## src/rtl/mdio_pkg.sv

```systemverilog
package mdio_pkg;

  typedef enum logic [1:0] {
    OPC_NONE     = 2'd0,
    OPC_WRITE    = 2'd1,
    OPC_RD_INC   = 2'd2,
    OPC_READ     = 2'd3
  } mdio_opc_e;

  // command register field positions (software visible)
  localparam int unsigned CF_DATA_LO = 0;
  localparam int unsigned CF_OPC_LO  = 16;
  localparam int unsigned CF_AUX     = 18;
  localparam int unsigned CF_SEL_LO  = 19;
  localparam int unsigned CF_BUSY    = 22;

  // location register field positions
  localparam int unsigned LF_PORT_LO = 16;
  localparam int unsigned LF_DEV_LO  = 21;

  // opcode carried in the second frame
  function automatic logic [1:0] frame_opc(input logic [1:0] opc);
    case (opc)
      OPC_WRITE:  frame_opc = 2'b01;
      OPC_RD_INC: frame_opc = 2'b10;
      OPC_READ:   frame_opc = 2'b11;
      default:    frame_opc = 2'b00;
    endcase
  endfunction

  function automatic logic opc_is_read(input logic [1:0] opc);
    opc_is_read = (opc == OPC_READ) || (opc == OPC_RD_INC);
  endfunction

  // the 32 bits that follow the preamble: ST, OP, port, device, TA, payload
  function automatic logic [31:0] frame_tail(input logic [1:0] op,
                                             input logic [4:0] port,
                                             input logic [4:0] dev,
                                             input logic [15:0] payload);
    frame_tail = {2'b00, op, port, dev, 2'b10, payload};
  endfunction

endpackage

```

## src/rtl/mdio_clkgen.sv

```systemverilog
module mdio_clkgen #(
  parameter int unsigned DIV_BASE = 3,
  parameter int unsigned SEL_W    = 3
) (
  input  logic             clk,
  input  logic             rst_n,
  input  logic             en,
  input  logic [SEL_W-1:0] sel,
  output logic             mdc,
  output logic             rise_tick,
  output logic             fall_tick
);
  localparam int unsigned MAX_SEL = (1 << SEL_W) - 1;
  localparam int unsigned CNT_W   = DIV_BASE + MAX_SEL;

  logic [CNT_W-1:0] cnt;
  logic [CNT_W-1:0] half_m1;
  logic             wrap;

  // half period = 2^(sel + DIV_BASE - 1) system clocks
  assign half_m1   = (CNT_W'(1) << (32'(sel) + DIV_BASE - 1)) - CNT_W'(1);
  assign wrap      = en && (cnt == half_m1);
  assign rise_tick = wrap && !mdc;
  assign fall_tick = wrap && mdc;

  always_ff @(posedge clk) begin
    if (!rst_n || !en) begin
      cnt <= '0;
      mdc <= 1'b0;
    end else if (wrap) begin
      cnt <= '0;
      mdc <= !mdc;
    end else begin
      cnt <= cnt + CNT_W'(1);
    end
  end


  mdc_idle_low_chk: assert property (@(posedge clk) disable iff (!rst_n)
    !en |=> !mdc);

endmodule

```

## src/rtl/mdio_frame_engine.sv

```systemverilog
module mdio_frame_engine
  import mdio_pkg::*;
#(
  parameter int unsigned PRE_LEN = 32,
  parameter int unsigned SEL_W   = 3
) (
  input  logic             clk,
  input  logic             rst_n,
  input  logic             start,
  input  logic [1:0]       opc,
  input  logic [SEL_W-1:0] sel,
  input  logic [15:0]      payload,
  input  logic [4:0]       port,
  input  logic [4:0]       dev,
  input  logic [15:0]      regad,
  input  logic             mdc,
  input  logic             rise_tick,
  input  logic             fall_tick,
  input  logic             mdio_i,
  output logic             active,
  output logic [SEL_W-1:0] sel_q,
  output logic             rd_done,
  output logic [15:0]      rd_word,
  output logic             mdio_o,
  output logic             mdio_oe
);
  localparam int unsigned FRAME_LEN = PRE_LEN + 32;
  localparam int unsigned IDX_W     = $clog2(FRAME_LEN);
  localparam logic [IDX_W-1:0] LAST_IDX = IDX_W'(FRAME_LEN - 1);
  localparam logic [IDX_W-1:0] PRE_IDX  = IDX_W'(PRE_LEN);
  localparam logic [IDX_W-1:0] TA_IDX   = IDX_W'(PRE_LEN + 14);
  localparam logic [IDX_W-1:0] DAT_IDX  = IDX_W'(PRE_LEN + 16);

  typedef enum logic [1:0] {PH_IDLE, PH_ADDR, PH_DATA} phase_e;

  phase_e           phase;
  logic [IDX_W-1:0] idx;
  logic [1:0]       opc_q;
  logic [15:0]      pay_q;
  logic [4:0]       port_q;
  logic [4:0]       dev_q;
  logic [15:0]      reg_q;
  logic [15:0]      rd_sh;

  logic [31:0]      tail;
  logic [4:0]       tpos;
  logic             rd_op;
  logic             released;
  logic             last_bit;
  logic             frame_done;

  assign rd_op      = opc_is_read(opc_q);
  assign tail       = (phase == PH_ADDR) ? frame_tail(2'b00, port_q, dev_q, reg_q)
                                         : frame_tail(frame_opc(opc_q), port_q, dev_q, pay_q);
  assign tpos       = 5'(LAST_IDX - idx);
  assign active     = (phase != PH_IDLE);
  assign released   = (phase == PH_DATA) && rd_op && (idx >= TA_IDX);
  assign mdio_oe    = active && !released;
  assign mdio_o     = !active || (idx < PRE_IDX) || tail[tpos];
  assign last_bit   = fall_tick && (idx == LAST_IDX);
  assign frame_done = (phase == PH_DATA) && last_bit;
  assign rd_done    = frame_done && rd_op;
  assign rd_word    = rd_sh;

  always_ff @(posedge clk) begin
    if (!rst_n) begin
      phase  <= PH_IDLE;
      idx    <= '0;
      opc_q  <= '0;
      pay_q  <= '0;
      port_q <= '0;
      dev_q  <= '0;
      reg_q  <= '0;
      sel_q  <= '0;
      rd_sh  <= '0;
    end else begin
      case (phase)
        PH_IDLE: begin
          if (start) begin
            phase  <= PH_ADDR;
            idx    <= '0;
            opc_q  <= opc;
            pay_q  <= payload;
            port_q <= port;
            dev_q  <= dev;
            reg_q  <= regad;
            sel_q  <= sel;
            rd_sh  <= '0;
          end
        end
        PH_ADDR: begin
          if (last_bit) begin
            phase <= PH_DATA;
            idx   <= '0;
          end else if (fall_tick) begin
            idx <= idx + IDX_W'(1);
          end
        end
        default: begin
          if (rise_tick && rd_op && (idx >= DAT_IDX))
            rd_sh <= {rd_sh[14:0], mdio_i};
          if (last_bit) begin
            phase <= PH_IDLE;
            idx   <= '0;
          end else if (fall_tick) begin
            idx <= idx + IDX_W'(1);
          end
        end
      endcase
    end
  end


  mdio_steady_high_chk: assert property (@(posedge clk) disable iff (!rst_n)
    (mdc && $past(mdc)) |-> $stable(mdio_o));


  release_low_mdc_chk: assert property (@(posedge clk) disable iff (!rst_n)
    ($fell(mdio_oe) && active) |-> !mdc);


  frame_start_chk: assert property (@(posedge clk) disable iff (!rst_n)
    (start && !active) |=> (active && mdio_oe && mdio_o && !mdc));

endmodule

```

## src/rtl/mdio_regfile.sv

```systemverilog
module mdio_regfile
  import mdio_pkg::*;
#(
  parameter int unsigned SEL_W = 3
) (
  input  logic        clk,
  input  logic        rst_n,
  input  logic        we,
  input  logic        is_cmd,
  input  logic [31:0] wdata,
  input  logic        busy,
  input  logic        rd_done,
  input  logic [15:0] rd_word,
  output logic [31:0] rdata,
  output logic        launch,
  output logic [4:0]  port,
  output logic [4:0]  dev,
  output logic [15:0] regad
);
  localparam int unsigned LOC_W = LF_DEV_LO + 5;
  localparam int unsigned CMD_W = CF_BUSY + 1;

  logic [15:0]      data_q;
  logic [1:0]       opc_q;
  logic             aux_q;
  logic [SEL_W-1:0] rate_q;
  logic [LOC_W-1:0] loc_q;
  logic             cmd_accept;
  logic             unused_hi;

  assign unused_hi  = ^wdata[31:CMD_W];
  assign cmd_accept = we && is_cmd && !busy;
  assign launch     = cmd_accept && wdata[CF_BUSY] && (wdata[CF_OPC_LO +: 2] != OPC_NONE);

  assign regad = loc_q[15:0];
  assign port  = loc_q[LF_PORT_LO +: 5];
  assign dev   = loc_q[LF_DEV_LO +: 5];

  assign rdata = is_cmd ? {(32 - CMD_W)'(0), busy, rate_q, aux_q, opc_q, data_q}
                        : {(32 - LOC_W)'(0), loc_q};

  always_ff @(posedge clk) begin
    if (!rst_n) begin
      loc_q  <= '0;
      data_q <= '0;
      opc_q  <= '0;
      aux_q  <= 1'b0;
      rate_q <= '0;
    end else begin
      if (we && !is_cmd)
        loc_q <= wdata[LOC_W-1:0];
      if (cmd_accept) begin
        data_q <= wdata[CF_DATA_LO +: 16];
        opc_q  <= wdata[CF_OPC_LO +: 2];
        aux_q  <= wdata[CF_AUX];
        rate_q <= wdata[CF_SEL_LO +: SEL_W];
      end else if (rd_done) begin
        data_q <= rd_word;
      end
    end
  end


  busy_ignore_chk: assert property (@(posedge clk) disable iff (!rst_n)
    (busy && we && is_cmd) |=> ($stable(opc_q) && $stable(rate_q) && $stable(aux_q)));


  noop_launch_chk: assert property (@(posedge clk) disable iff (!rst_n)
    (we && is_cmd && !busy && wdata[CF_BUSY] && (wdata[CF_OPC_LO +: 2] == OPC_NONE)) |=> !busy);

endmodule

```

## src/rtl/mdio_c45_master.sv

```systemverilog
module mdio_c45_master
  import mdio_pkg::*;
#(
  parameter int unsigned DIV_BASE = 3,
  parameter int unsigned PRE_LEN  = 32
) (
  input  logic        clk,
  input  logic        rst_n,
  input  logic        reg_we,
  input  logic        reg_sel,
  input  logic [31:0] reg_wdata,
  output logic [31:0] reg_rdata,
  output logic        mdc,
  output logic        mdio_o,
  output logic        mdio_oe,
  input  logic        mdio_i
);
  localparam int unsigned SEL_W = 3;

  logic             launch;
  logic             busy;
  logic             rd_done;
  logic [15:0]      rd_word;
  logic [4:0]       port;
  logic [4:0]       dev;
  logic [15:0]      regad;
  logic [SEL_W-1:0] rate_run;
  logic             rise_tick;
  logic             fall_tick;

  mdio_regfile #(.SEL_W(SEL_W)) u_regs (
    .clk     (clk),
    .rst_n   (rst_n),
    .we      (reg_we),
    .is_cmd  (reg_sel),
    .wdata   (reg_wdata),
    .busy    (busy),
    .rd_done (rd_done),
    .rd_word (rd_word),
    .rdata   (reg_rdata),
    .launch  (launch),
    .port    (port),
    .dev     (dev),
    .regad   (regad)
  );

  mdio_frame_engine #(.PRE_LEN(PRE_LEN), .SEL_W(SEL_W)) u_engine (
    .clk       (clk),
    .rst_n     (rst_n),
    .start     (launch),
    .opc       (reg_wdata[CF_OPC_LO +: 2]),
    .sel       (reg_wdata[CF_SEL_LO +: SEL_W]),
    .payload   (reg_wdata[CF_DATA_LO +: 16]),
    .port      (port),
    .dev       (dev),
    .regad     (regad),
    .mdc       (mdc),
    .rise_tick (rise_tick),
    .fall_tick (fall_tick),
    .mdio_i    (mdio_i),
    .active    (busy),
    .sel_q     (rate_run),
    .rd_done   (rd_done),
    .rd_word   (rd_word),
    .mdio_o    (mdio_o),
    .mdio_oe   (mdio_oe)
  );

  mdio_clkgen #(.DIV_BASE(DIV_BASE), .SEL_W(SEL_W)) u_clk (
    .clk       (clk),
    .rst_n     (rst_n),
    .en        (busy),
    .sel       (rate_run),
    .mdc       (mdc),
    .rise_tick (rise_tick),
    .fall_tick (fall_tick)
  );

endmodule

```

## config.mk

```make
export PLATFORM = sky130hd
export DESIGN_NAME = mdio_c45_master
export DESIGN_NICKNAME = d
export VERILOG_FILES = /design/src/rtl/mdio_pkg.sv /design/src/rtl/mdio_clkgen.sv /design/src/rtl/mdio_frame_engine.sv /design/src/rtl/mdio_regfile.sv /design/src/rtl/mdio_c45_master.sv
export SDC_FILE = /design/constraint.sdc
export NUM_CORES = 1
export LEC_CHECK = 0
export BUFFER_PORTS_ARGS = -buffer_cell sky130_fd_sc_hd__clkbuf_2
export CAP_MARGIN = 20
export CORE_ASPECT_RATIO = 0.5
export CORE_MARGIN = 8
export CORE_UTILIZATION = 43
export DETAILED_ROUTE_END_ITERATION = 8
export PLACE_DENSITY = 0.7
export SLEW_MARGIN = 20
export SYNTH_ARGS = -nofsm -noshare
export SYNTH_HDL_FRONTEND = slang
export SYNTH_HIERARCHICAL = 1
export SYNTH_SLANG_ARGS = --single-unit
```

## constraint.sdc

```tcl
create_clock -name clk -period 7.15 [get_ports clk]
set_input_delay 0.3575 -clock clk [delete_from_list [all_inputs] [get_ports clk]]
set_output_delay 0.3575 -clock clk [all_outputs]
set_load 0.01 [all_outputs]
```

# --- After elaboration in Yosys (flattened, before gate mapping) ---
# Cells that the tools add are included.
word_totals:
  wordCells: 92
  ff_bits: 130
classes:
  magnitude_cmp: 4
  muxes: 18
  shifts: 1
  n_reduce_logical: 37
  n_bitwise: 1
  eq_ne: 9
  add_sub_neg: 6
op_table:
  columns: ["op", "count"]
  rows:
  - ["$mux W16", 4]
  - ["$pmux W16 S2", 1]
  - ["$shl A1 B32 Y10 const A", 1]
  - ["$sub A32 B1 Y32 const B", 1]
  - ["$mux W30", 1]
  - ["$mux W26", 1]
  - ["$mux W6", 4]
  - ["$logic_and A1 B1 Y1", 16]
  - ["$ge A6 B6 Y1 const B", 2]
  - ["$add A10 B1 Y10 const B", 1]
  - ["$eq A10 B10 Y1", 1]
  - ["$reduce_bool A2 Y1", 5]
  - ["$sub A10 B2 Y10 const B", 1]
  - ["$add A6 B1 Y6 const B", 1]
  - ["$eq A2 B2 Y1 const B", 3]
  - ["$eq A6 B6 Y1 const B", 1]
  - ["$lt A5 B6 Y1 const B", 1]
  - ["$lt A6 B6 Y1 const B", 1]
  - ["$mux W2", 3]
  - ["$pmux W2 S3", 1]
  - ["$reduce_and A3 Y1", 2]
  - ["$bmux W1 S5", 1]
  - ["$logic_not A1 Y1", 5]
  - ["$sub A5 B5 Y5 const A", 1]
  - ["12 further kinds", 17]

# --- Logic depth before layout (Yosys ltp) ---
depth:
  depth_word: 12
  ltp_mapped: 23

# --- Hierarchy ---
# Netlist, hierarchy kept.
by_module_without_submodules:
  columns: ["module", "cells_per_inst", "seq_area_each_um2", "instances", "area_each_um2"]
  rows:
  - ["mdio_frame_engine", 388, 1421.4, 1, 3205.6]
  - ["mdio_regfile", 251, 960.9, 1, 2318.5]
  - ["mdio_clkgen", 155, 220.2, 1, 1351.3]

# --- Least setup slack after synthesis ---
# No wires, ideal clock.
synth_timing:
  path_type: "flip-flop to flip-flop"
  startpoint: "reg u_engine.sel_q[0]"
  endpoint: "reg u_regs.data_q[0]"
  stages_incl_launch_ff: 23
  setup_ns: 0.122
  path_buffers: 4
  path_slack_ns: 2.711
  arrival_time_ns: 4.317
  cell_sequence: "dfxtp_1 > buf_6 > inv_1 > ha_1 > buf_6 > xor3_2 > nand4_1 > ha_1 > nor2b_1 > o21ai_0 > a211o_2 > xnor2_1 > a2111oi_4 > nand3_1 > nor2_1 > nand4_1 > inv_1 > nand3_1 > nor3_1 > buf_4 > buf_4 > mux2i_1 > a21oi_1"
synth_via:
  elab_chain_cells: 11
synth_lines:
  columns: ["item", "line", "source"]
  rows:
  - ["start: declaration", "mdio_frame_engine.sv:21", "output logic [SEL_W-1:0] sel_q,"]
  - ["start signal: assignment", "mdio_frame_engine.sv:87", "sel_q <= sel;"]
  - ["$add A3 B2 Y4", "mdio_clkgen.sv:21", "assign half_m1 = (CNT_W'(1) << (32'(sel) + DIV_BASE - 1)) - CNT_W'(1);"]
  - ["$sub A32 B1 Y32", "mdio_clkgen.sv:21", null]
  - ["$shl A1 B32 Y10", "mdio_clkgen.sv:21", null]
  - ["$sub A10 B2 Y10", "mdio_clkgen.sv:21", null]
  - ["$eq A10 B10 Y1", "mdio_clkgen.sv:22", "assign wrap = en && (cnt == half_m1);"]
  - ["$logic_and A1 B1 Y1", "mdio_clkgen.sv:22", null]
  - ["$logic_and A1 B1 Y1", "mdio_clkgen.sv:24", "assign fall_tick = wrap && mdc;"]
  - ["named net fall_tick", "mdio_c45_master.sv:29", "logic fall_tick;"]
  - ["$logic_and A1 B1 Y1", "mdio_frame_engine.sv:60", "assign last_bit = fall_tick && (idx == LAST_IDX);"]
  - ["$logic_and A1 B1 Y1", "mdio_frame_engine.sv:61", "assign frame_done = (phase == PH_DATA) && last_bit;"]
  - ["$logic_and A1 B1 Y1", "mdio_frame_engine.sv:62", "assign rd_done = frame_done && rd_op;"]
  - ["named net rd_done", "mdio_c45_master.sv:22", "logic rd_done;"]
  - ["$reduce_bool A2 Y1 (no source line)", null, null]
  - ["end signal: assignment", "mdio_regfile.sv:53", "data_q <= wdata[CF_DATA_LO +: 16];"]
  - ["end signal: assignment", "mdio_regfile.sv:58", "data_q <= rd_word;"]
  - ["end: declaration", "mdio_regfile.sv:23", "logic [15:0] data_q;"]
# The timed path passes the listed nets, and every way through them passes these cells.
# A chain may end at the register's enable or synchronous reset.

# --- Worst setup path in the final report ---
layout_timing:
  startpoint: "reg u_engine.sel_q[0]"
  endpoint: "reg u_regs.data_q[12]"
# Same word-level chain as after synthesis.

==> results by group <==
Timing
  • Final setup TNS: 0 ns
  • Slew @ Worst Pin: 1.12 ns
  • Max Slew Vio Count: 0
  • RSZ-0062 raised after global routing: no
  • Slew HR: 0.252
  • Hold Slack: 0.179 ns
  • Finish-stage setup viols: 0
  • Fin crit period: 5.39 ns
  • Period utilization: 0.753
  • Setup ws final: 1.76 ns
  • Setup Skew: 0.00851 ns
  • Fmax: 186 MHz
  • Final Hold Viols: 0

Yosys
  • Synth cell count leaders: nand2_1 (192), dfxtp_1 (130), a21boi_1 (58), nand3_1 (36), o21ai_0 (31)
  • Area leader, netlist: dfxtp_1
  • Synth Instances: 794
  • Ys async rst share: 0
  • Number of synthesized flops with an enable pin: 0
  • Part of the Yosys area used for sequential elements: 0.379
  • Most numerous cell in the Yosys netlist: nand2_1
  • Yosys cell types: 75
  • Top cell type's share of synthesized area: 0.379
  • Yosys warnings: 6
  • Syn Std Cell Area: 0.00688 mm2
  • Yosys reg bits: 130
  • Primary FF master, synth: dfxtp_1
  • Mean post-synth cell area: 8.66 um2
  • Synth top area cells: dfxtp_1 (38%), nand2_1 (10%), a21boi_1 (6.3%)

Power and ir drop
  • Total power: 1.80 mW
  • Power density over the cells: 233 mW/mm2
  • Leakage: 2.83 nW
  • Peak supply drop: 0.179 mV

Worst hold path
  • Min-delay src: reg_wdata[24]
  • HP Class: in2reg

Detailed routing
  • DRC: 0
  • Detail Route Antenna Nets: 0
  • Via count: 5672
  • Drt pass-1 iters: 5
  • Detailed Route WL: 16700 um
  • Initial DRC Count: 461
  • DR WL/cell: 16.1 um
  • DR vias/cell: 5.47

Global routing
  • Vias in the first global route: 5673
  • Aggregate global-route resource usage: 0.165
  • First-pass GRT wire length: 28300 um
  • Largest net degree at the start of global routing: 79
  • Antenna violations before repair: 0
  • Grt total ovfl: 0

Clock network
  • Root buf cell: clkbuf_16
  • Clk pin slew, worst setup/hold paths: 0.06 ns
  • Worst skew pair latency: 0.41 ns
  • Hold_buf cts: 0
  • CTS Sinks: 130
  • H-tree levels: 4
  • CTS tree: done
  • Post-CTS Setup Bufs: 0
  • Max Root-Sink Buffers: 2
  • Resize count post-CTS: 0
  • Num CTS Buffers: 17

Outcome
  • Status: completed

Worst setup path
  • Reg2reg start: u_engine/sel_q[0]$_SDFFE_PN0P_
  • CP max stage delay: 0.66 ns
  • CP bufs+invs: 3
  • Worst path top cell family by delay: simple AND/OR/NAND/NOR gates
  • CP Launch Type: flop
  • Worst setup EP type: flop
  • Slowest-stage cell, CP: dfxtp_1
  • Crit path kind: reg2reg
  • Worst EP required: 7.41 ns
  • Critical path peak fanout: 16
  • CP startpoint: u_engine/sel_q[0]$_SDFFE_PN0P_
  • CP cell instances: inv_1 -> ha_1 -> xor3_2 -> nand4_1 -> ha_1 -> nor2b_1 -> o21ai_0 -> a211o_2 -> xnor2_1 -> a2111oi_4 -> nand3_1 -> nor2_1 -> nand4_1 -> inv_1 -> nand3_1 -> nor3_2 -> buf_4 -> mux2i_1 -> a21oi_1
  • Arrival @ worst endpoint: 5.64 ns

Floorplan
  • Initial Utilization: 0.443
  • Io pins: 72
  • Die extent in x: 195 um
  • Die ar.: 0.0205 mm2
  • Core Area: 0.0155 mm2
  • Die Y: 105 um
  • FP Rows: 32

Placement
  • Placed insts: 1005
  • Placer Congestion: 0.867
  • Post-DP HPWL: 11100 um
  • DP Area: 0.00715 mm2
  • Pre-CTS WS: 1.78 ns
  • Port bufs: 59

Final layout
  • Ant diodes: 0
  • Share of cells above drive strength 1: 0.214
  • Fillers: 1468
  • Core Util, Final: 0.499
  • # nets final: 866
  • Post-route cell area: 0.00775 mm2
  • Area grow syn2layout: 12.7%
  • Final Non-Filler Cells: 1037

Run
  • Max Cap Viol: 0
==> worst reg2reg max path: cells and delay by family (launching register included) <==
| family | cells | cell delay, ns |
|---|---|---|
| and+or+nand+nor | 7 | 1.30 |
| AOI/OAI and AO/OA | 4 | 0.97 |
| adders and majority gates | 2 | 0.75 |
| xor gates and xnor gates | 2 | 0.67 |
| DFF | 1 | 0.66 |
| buffers and inverters | 3 | 0.62 |
| muxes | 1 | 0.26 |
==> path summary, 6_finish.rpt <==
kind | to | slack (ns) | cells past startpoint
worst max register to register | u_regs/data_q[12]$_SDFFE_PN0P_ | 1.76 | 19
worst max-delay path | u_regs/data_q[12]$_SDFFE_PN0P_ | 1.76 | 19
worst min register to register | u_engine/pay_q[4]$_SDFFE_PN0P_ | 0.45 | 2
worst min-delay path | u_regs/loc_q[24]$_SDFFE_PN0P_ | 0.18 | 3
==> registers in the layout (all words and copies together) (netlist names) <==
register / count
u_engine/phase: 2
u_regs/aux_q: 1
u_engine/port_q: 5
u_regs/loc_q: 26
u_regs/rate_q: 3
u_engine/rd_word: 16
u_engine/pay_q: 16
u_clk/mdc: 1
u_clk/cnt: 10
u_engine/idx: 6
u_regs/opc_q: 2
u_engine/reg_q: 16
u_engine/sel_q: 3
u_engine/opc_q: 2
u_regs/data_q: 16
u_engine/dev_q: 5
==> cell type report <==
class,instances,area (um2),area share
clock buffers,19,443,0.0571
clock inverters,13,160,0.0207
inverters,16,60.1,0.00775
multi-input cells,590,3890,0.502
flip-flops and latches,130,2600,0.336
well taps,204,255,0.0329
repair buffers,65,340,0.0439
==> layer usage <==
layer | part of all wire | global-route usage | up-vias
li1 | - | - | 2770
met1 | 0.46 | 0.201 | 2734
met2 | 0.48 | 0.284 | 143
met3 | 0.039 | 0.0336 | 25
met4 | 0.019 | 0.0640 | 0
met5 | 0 | 0 | -
==> cell usage in the layout (no fill, tap or decap), types with 7 or more instances in the layout <==
master / synthesis / final
nand3_1: 36 / 36
clkbuf_2: 1 / 58
a21boi_2: 20 / 20
ha_1: 9 / 9
o211ai_1: 8 / 8
o21ai_0: 31 / 31
a21boi_0: 13 / 13
nand2_1: 192 / 192
dfxtp_1: 130 / 130
mux2_2: 25 / 25
inv_1: 14 / 14
nor2_2: 10 / 10
clkbuf_16: 0 / 17
nor2b_1: 12 / 12
a21boi_1: 58 / 58
mux2i_1: 25 / 25
a21oi_1: 24 / 24
xnor2_1: 15 / 15
xor2_1: 7 / 7
nor2_1: 16 / 16
==> cell families after synthesis <==
logic type      synth area share
buf+inv                   0.0599
simple gates               0.204
compound gates             0.212
mux                       0.0910
other cells             0.000545
flops                      0.379
fa+ha+maj                 0.0164
xor+xnor                  0.0373
==> report_power, final <==
| part | switching, mW | internal, mW | total, mW |
|---|---|---|---|
| clock network | 0.329 | 0.557 | 0.887 |
| registers | 0.0151 | 0.745 | 0.760 |
| logic | 0.0914 | 0.0660 | 0.157 |
| total | 0.436 | 1.37 | 1.80 |
Power figures use the tool's default switching activity.
